--- config.mk ---
export PLATFORM = sky130hd
export DESIGN_NAME = devreq_handshake
export DESIGN_NICKNAME = d
export VERILOG_FILES = /design/src/rtl/devreq_pkg.sv /design/src/rtl/devreq_regfile.sv /design/src/rtl/devreq_fsm.sv /design/src/rtl/devreq_handshake.sv
export SDC_FILE = /design/constraint.sdc
export NUM_CORES = 1
export LEC_CHECK = 0
export BUFFER_PORTS_ARGS = -buffer_cell sky130_fd_sc_hd__clkbuf_2
export CAP_MARGIN = 10
export CORE_AREA = 2 2 53 55
export DETAILED_ROUTE_END_ITERATION = 8
export DIE_AREA = 0 0 55 57
export MAX_ROUTING_LAYER = met4
export PLACE_DENSITY = 0.92
export SYNTH_ARGS = -nofsm -noshare
export SYNTH_HDL_FRONTEND = slang
export SYNTH_SLANG_ARGS = --single-unit
--- constraint.sdc ---
create_clock -name clk -period 2.2 [get_ports clk]
set_clock_uncertainty 0.05 [all_clocks]
set_input_delay 0.11 -clock clk [delete_from_list [all_inputs] [get_ports clk]]
set_output_delay 0.11 -clock clk [all_outputs]
set_load 0.005 [all_outputs]
--- src/rtl/devreq_pkg.sv ---
package devreq_pkg;

   typedef enum logic [2:0] {
      PH_IDLE = 3'd0,
      PH_PEND = 3'd1,
      PH_SEEN = 3'd2,
      PH_ACTV = 3'd3,
      PH_DONE = 3'd4
   } phase_t;

   typedef enum logic [1:0] {
      CH_OOB   = 2'd0,
      CH_MAST  = 2'd1,
      CH_FLASH = 2'd2,
      CH_RSVD  = 2'd3
   } chan_t;

endpackage

--- src/rtl/devreq_regfile.sv ---
module devreq_regfile
   import devreq_pkg::*;
#(
   parameter int LEN_W      = 12,
   parameter int ADDR_BYTES = 4
) (
   input  logic             clk,
   input  logic             rst_n,
   input  logic             wr,
   input  logic [LEN_W-1:0] wr_len,
   input  logic             wr_dir,
   input  logic [1:0]       wr_chan,
   input  logic             accept,
   input  logic             consume,
   output logic [LEN_W-1:0] len_q,
   output logic             dir_q,
   output logic [1:0]       chan_q,
   output logic             valid_q,
   output logic             err_q,
   output logic [LEN_W-1:0] payload
);

   localparam logic [LEN_W-1:0] ADDR_CNT = LEN_W'(ADDR_BYTES);

   logic wr_ok;
   logic is_addr_chan_wr;
   logic is_addr_chan_q;

   assign is_addr_chan_wr = (wr_chan == CH_MAST) || (wr_chan == CH_FLASH);
   assign is_addr_chan_q  = (chan_q == CH_MAST)  || (chan_q == CH_FLASH);

   generate
      if (ADDR_BYTES == 0) begin : g_noaddr
         assign wr_ok   = (wr_len != '0) && (wr_chan != CH_RSVD);
         assign payload = len_q;
      end else begin : g_addr
         assign wr_ok   = (wr_len != '0) && (wr_chan != CH_RSVD) &&
                          (!is_addr_chan_wr || (wr_len > ADDR_CNT));
         assign payload = is_addr_chan_q ? (len_q - ADDR_CNT) : len_q;
      end
   endgenerate

   always_ff @(posedge clk) begin
      if (!rst_n) begin
         len_q   <= '0;
         dir_q   <= 1'b0;
         chan_q  <= 2'd0;
         valid_q <= 1'b0;
         err_q   <= 1'b0;
      end else begin
         if (wr && accept) begin
            len_q   <= wr_len;
            dir_q   <= wr_dir;
            chan_q  <= wr_chan;
            valid_q <= wr_ok;
            err_q   <= 1'b0;
         end else begin
            if (wr) err_q <= 1'b1;
            if (consume) valid_q <= 1'b0;
         end
      end
   end

   AST_REFUSED_KEEPS: assert property (@(posedge clk) disable iff (!rst_n)
      (wr && !accept) |=> ($stable(len_q) && $stable(chan_q) && err_q));

   AST_VALID_RULE: assert property (@(posedge clk) disable iff (!rst_n)
      (valid_q && is_addr_chan_q) |-> (len_q > ADDR_CNT));

endmodule

--- src/rtl/devreq_fsm.sv ---
module devreq_fsm
   import devreq_pkg::*;
(
   input  logic   clk,
   input  logic   rst_n,
   input  logic   start_wr,
   input  logic   start_val,
   input  logic   stat_rd,
   input  logic   xfer_start,
   input  logic   xfer_done,
   input  logic   req_wr,
   input  logic   req_valid,
   output phase_t phase,
   output logic   req_accept,
   output logic   consume,
   output logic   evt_pulse,
   output logic   evt_cancel
);

   phase_t nxt;
   logic   do_cancel;
   logic   do_done;
   logic   start_set;
   logic   start_clr;

   assign start_set  = start_wr && start_val;
   assign start_clr  = start_wr && !start_val;
   assign req_accept = (phase == PH_IDLE) || (phase == PH_DONE);

   always_comb begin
      nxt       = phase;
      do_cancel = 1'b0;
      do_done   = 1'b0;
      unique case (phase)
         PH_IDLE: if (start_set && req_valid) nxt = PH_PEND;
         PH_PEND: begin
            if (xfer_start)     nxt = PH_ACTV;
            else if (stat_rd)   nxt = PH_SEEN;
            else if (start_clr) begin
               nxt       = PH_IDLE;
               do_cancel = 1'b1;
            end
         end
         PH_SEEN: if (xfer_start) nxt = PH_ACTV;
         PH_ACTV: if (xfer_done) begin
            nxt     = PH_DONE;
            do_done = 1'b1;
         end
         PH_DONE: if (req_wr) nxt = PH_IDLE;
         default: nxt = PH_IDLE;
      endcase
   end

   assign consume = do_cancel || do_done;

   always_ff @(posedge clk) begin
      if (!rst_n) begin
         phase      <= PH_IDLE;
         evt_pulse  <= 1'b0;
         evt_cancel <= 1'b0;
      end else begin
         phase      <= nxt;
         evt_pulse  <= do_cancel || do_done;
         evt_cancel <= do_cancel;
      end
   end

   AST_CANCEL_FROM_PEND: assert property (@(posedge clk) disable iff (!rst_n)
      evt_cancel |-> ($past(phase) == PH_PEND && phase == PH_IDLE));

   AST_DONE_FROM_ACTV: assert property (@(posedge clk) disable iff (!rst_n)
      (evt_pulse && !evt_cancel) |-> ($past(phase) == PH_ACTV && phase == PH_DONE));

   AST_SEEN_NO_BACKOUT: assert property (@(posedge clk) disable iff (!rst_n)
      (phase == PH_SEEN) |=> (phase == PH_SEEN || phase == PH_ACTV));

   AST_PULSE_SINGLE: assert property (@(posedge clk) disable iff (!rst_n)
      evt_pulse |=> !evt_pulse);

   AST_PEND_NEEDS_REQ: assert property (@(posedge clk) disable iff (!rst_n)
      (phase == PH_PEND && $past(phase) == PH_IDLE) |-> $past(req_valid));

endmodule

--- src/rtl/devreq_handshake.sv ---
module devreq_handshake
   import devreq_pkg::*;
#(
   parameter int LEN_W      = 12,
   parameter int ADDR_BYTES = 4
) (
   input  logic             clk,
   input  logic             rst_n,
   input  logic             req_wr,
   input  logic [LEN_W-1:0] req_len,
   input  logic             req_dir,
   input  logic [1:0]       req_chan,
   input  logic             start_wr,
   input  logic             start_val,
   input  logic             host_stat_rd,
   input  logic             host_xfer_start,
   input  logic             host_xfer_done,
   output logic [2:0]       phase,
   output logic             stat_flag,
   output logic [LEN_W-1:0] xfer_len,
   output logic [LEN_W-1:0] payload_len,
   output logic             xfer_dir,
   output logic [1:0]       xfer_chan,
   output logic             req_valid,
   output logic             req_err,
   output logic             evt_pulse,
   output logic             evt_cancel
);

   generate
      if (LEN_W < 2) begin : g_bad_width
         $error("LEN_W must be at least 2");
      end
      if (ADDR_BYTES < 0 || ADDR_BYTES >= (1 << LEN_W) - 1) begin : g_bad_addr
         $error("ADDR_BYTES must leave room for at least one payload byte");
      end
   endgenerate

   phase_t ph;
   logic   accept;
   logic   consume;

   devreq_fsm u_fsm (
      .clk        (clk),
      .rst_n      (rst_n),
      .start_wr   (start_wr),
      .start_val  (start_val),
      .stat_rd    (host_stat_rd),
      .xfer_start (host_xfer_start),
      .xfer_done  (host_xfer_done),
      .req_wr     (req_wr),
      .req_valid  (req_valid),
      .phase      (ph),
      .req_accept (accept),
      .consume    (consume),
      .evt_pulse  (evt_pulse),
      .evt_cancel (evt_cancel)
   );

   devreq_regfile #(
      .LEN_W      (LEN_W),
      .ADDR_BYTES (ADDR_BYTES)
   ) u_regs (
      .clk     (clk),
      .rst_n   (rst_n),
      .wr      (req_wr),
      .wr_len  (req_len),
      .wr_dir  (req_dir),
      .wr_chan (req_chan),
      .accept  (accept),
      .consume (consume),
      .len_q   (xfer_len),
      .dir_q   (xfer_dir),
      .chan_q  (xfer_chan),
      .valid_q (req_valid),
      .err_q   (req_err),
      .payload (payload_len)
   );

   assign phase     = ph;
   assign stat_flag = (ph == PH_PEND) || (ph == PH_SEEN);

   AST_FLAG_NEEDS_REQ: assert property (@(posedge clk) disable iff (!rst_n)
      stat_flag |-> req_valid);

endmodule

==> reports/results.txt <==
# IOs: 58
sw frac: 0.376
core area: 2620 um2
Sequential Power Share: 0.434
clock tree buffer depth: 2
PortBufs: 57
clock share of power: 0.132
Via density: 5.10
Remaining DRCs: 0
vias in the first global route: 1067
final setup margin: 0.197 ns
setup_tns: 0 ns
antenna viol nets, final: 0
Worst Path Required: 2.04 ns
Most used DFF post-synth: dfxtp_1
critical path launch point type: flip-flop
Setup crit end kind: primary output
crit path from: u_regs.len_q[5]$_SDFFE_PN0P_
Post-Route WL: 2670 um
Max Cap Viol: 0
ys async rst share: 0
H-tree depth: 1
mux cell area share after synthesis: 0
die area: 3140 um2
commonest non-fill, non-tap cell in the layout: clkbuf_2
crit share post-route: 0.911
Root Driver: clkbuf_4
Syn Inst Count: 147
RePlAce Congestion: 0.794
Final Non-Filler Cells: 231
TritonCTS Buffers: 3
Final Hold Slack: 0.00702 ns
Power Density: 851 nW/um2
adder-cell share of the synthesized area: 0.0210
Internal Pwr Total: 803 uW
Synth Area in Simple Gates: 0.293
xor/xnor share of the synthesized area: 0.0882
num rows: 19
Worst Path Max Fanout: 6
n_diodes: 0
# setup viols final: 0
Ys Warns: 0
most frequent cells in the layout: clkbuf_2 (57), nand2_1 (37), dfxtp_1 (22)
leakage: 0.722 nW
GR Overflow Total: 0
CP arrival: 1.84 ns
status: completed
Wirelength per Cell: 11.5 um
RR Startpoint: u_fsm.phase[0]$_SDFFE_PN0P_
max-slew violation count: 0
Post-Synthesis Net Count: 172
Starting Density: 0.456
cts hold-fix bufs: 2
All-Layer GR Usage: 0.185
Num Clock Sinks: 22
post-detail-place hpwl: 2120 um
Comb pwr share: 0.434
Clock Pin Slew Worst Setup and Hold Paths: 0.11 ns
largest family of logic cells by synthesized area: simple AND/OR/NAND/NOR gates
Hold Crit Start: req_len[6]
compound-cell area share of the yosys netlist: 0.176
Hold Path Class: input pin to flip-flop
Post-CTS Resized: 0
Die Wd: 55 um
Post-synth EDFFs: 0
peak ir drop on the vdd network: 0.473 mV
syn_area_per_cell: 8.10 um2
largest net degree at the start of global routing: 23
initial antenna violation count: 0
drt pass-1 iters: 4
synth unique cells: 33
fin util: 0.578
CTS tree: yes
initial detailed-routing violation count: 11
die span in y: 57 um
Worst-Margin Slew: 0.568 ns
pre-CTS setup slack: 0.524 ns
register area share after synthesis: 0.370
post-layout min period: 2.00 ns
Worst-Skew Late Latency: 0.29 ns
Placed Cells incl. Taps: 226
Slew Limit Headroom: 0.621
Area growth, synth to finish: 26.9%
Hold Fails Final Rpt: 0
setup bufs post-CTS: 0
Synth Register Bits: 22
RSZ-0062 raised after global routing: false
mapped cell area: 1190 um2
WS Path Type: flip-flop to primary output
first-pass GRT wire length: 4220 um
Fmax: 0.499 GHz
fraction of layout cells with a size suffix above 1: 0.330
NumNets Final: 227
via count: 1179
Psw: 484 uW
==> worst paths after layout <==
check | to | slack, ns | depth (start not counted)
worst max-delay path | payload_len[11] | 0.20 | 5
worst min-delay path | u_regs.len_q[6]$_SDFFE_PN0P_ | 0.007 | 3
worst max register to register | u_regs.len_q[4]$_SDFFE_PN0P_ | 0.63 | 4
worst min register to register | u_regs.dir_q$_SDFFE_PN0P_ | 0.43 | 2
==> area by class of cell <==
cell class | count | area, um2
clock buffer | 3 | 22.5
fill | 261 | 1100
inverter | 4 | 15.0
multi-input combinational | 112 | 689
sequential | 22 | 440
tap | 31 | 38.8
timing repair buffer | 59 | 305
==> state kept, by name, indices dropped and copies added (netlist names) <==
signal,flops
u_regs.len_q,12
u_fsm.phase,3
u_regs.chan_q,2
u_fsm.evt_cancel,1
u_fsm.evt_pulse,1
u_regs.dir_q,1
u_regs.err_q,1
u_regs.valid_q,1
==> power groups by stage <==
| stage | clock network (mW) | logic (mW) | registers [mW] |
|---|---|---|---|
| after floorplan | 0 | 0.375 | 0.540 |
| after global placement | 0 | 0.547 | 0.563 |
| after detailed placement | 0 | 0.566 | 0.568 |
| after CTS | 0.175 | 0.567 | 0.559 |
| after global routing | 0.193 | 0.648 | 0.573 |
| final | 0.170 | 0.559 | 0.558 |
==> synthesized netlist by cell type (3+ instances only) <==
library cell,number,area [um2]
a21boi_0,16,120
a21oi_1,5,25.0
buf_2,4,20.0
clkbuf_1,3,11.3
dfxtp_1,22,440
inv_1,4,15.0
nand2_1,37,139
nand2b_1,3,18.8
nand3_1,4,20.0
nor2_1,6,22.5
nor3_1,3,15.0
xnor2_1,5,43.8
xor2_1,7,61.3
==> logic make-up (layout without fill, tap and decap cells) <==
| group | Yosys count | after routing |
|---|---|---|
| and+or+nand+nor | 68 | 68 |
| AOI/OAI and AO/OA | 30 | 30 |
| DFF | 22 | 22 |
| buffers and inverters | 13 | 66 |
| xor gates and xnor gates | 12 | 12 |
| adders and majority gates | 2 | 2 |
==> routing by layer <==
metal  vias up  track usage  part of all wire
met1       529        0.198              0.40
met5         -            -                 0
met4         0       0.0697            0.0056
li1        607            -                 -
met2        41        0.330              0.53
met3         2       0.0288             0.065
==> critical path: stages, from the launching register on <==
cell and delay (ns):
dfxtp_1 0.38, or3_1 0.40, or2_4 0.26, nor4_4 0.22, xor2_1 0.17, clkbuf_2 0.13
==> through the flow <==
| stage | instance area [um2] | power (mW) |
|---|---|---|
| after global placement | 1470 | 1.11 |
| after detailed placement | 1470 | 1.13 |
| after floorplan | 1190 | 0.915 |
| after CTS | 1510 | 1.30 |
| final | 1510 | 1.29 |
| after global routing | 1510 | 1.41 |
No activity file was read; power rests on OpenSTA's default activity.
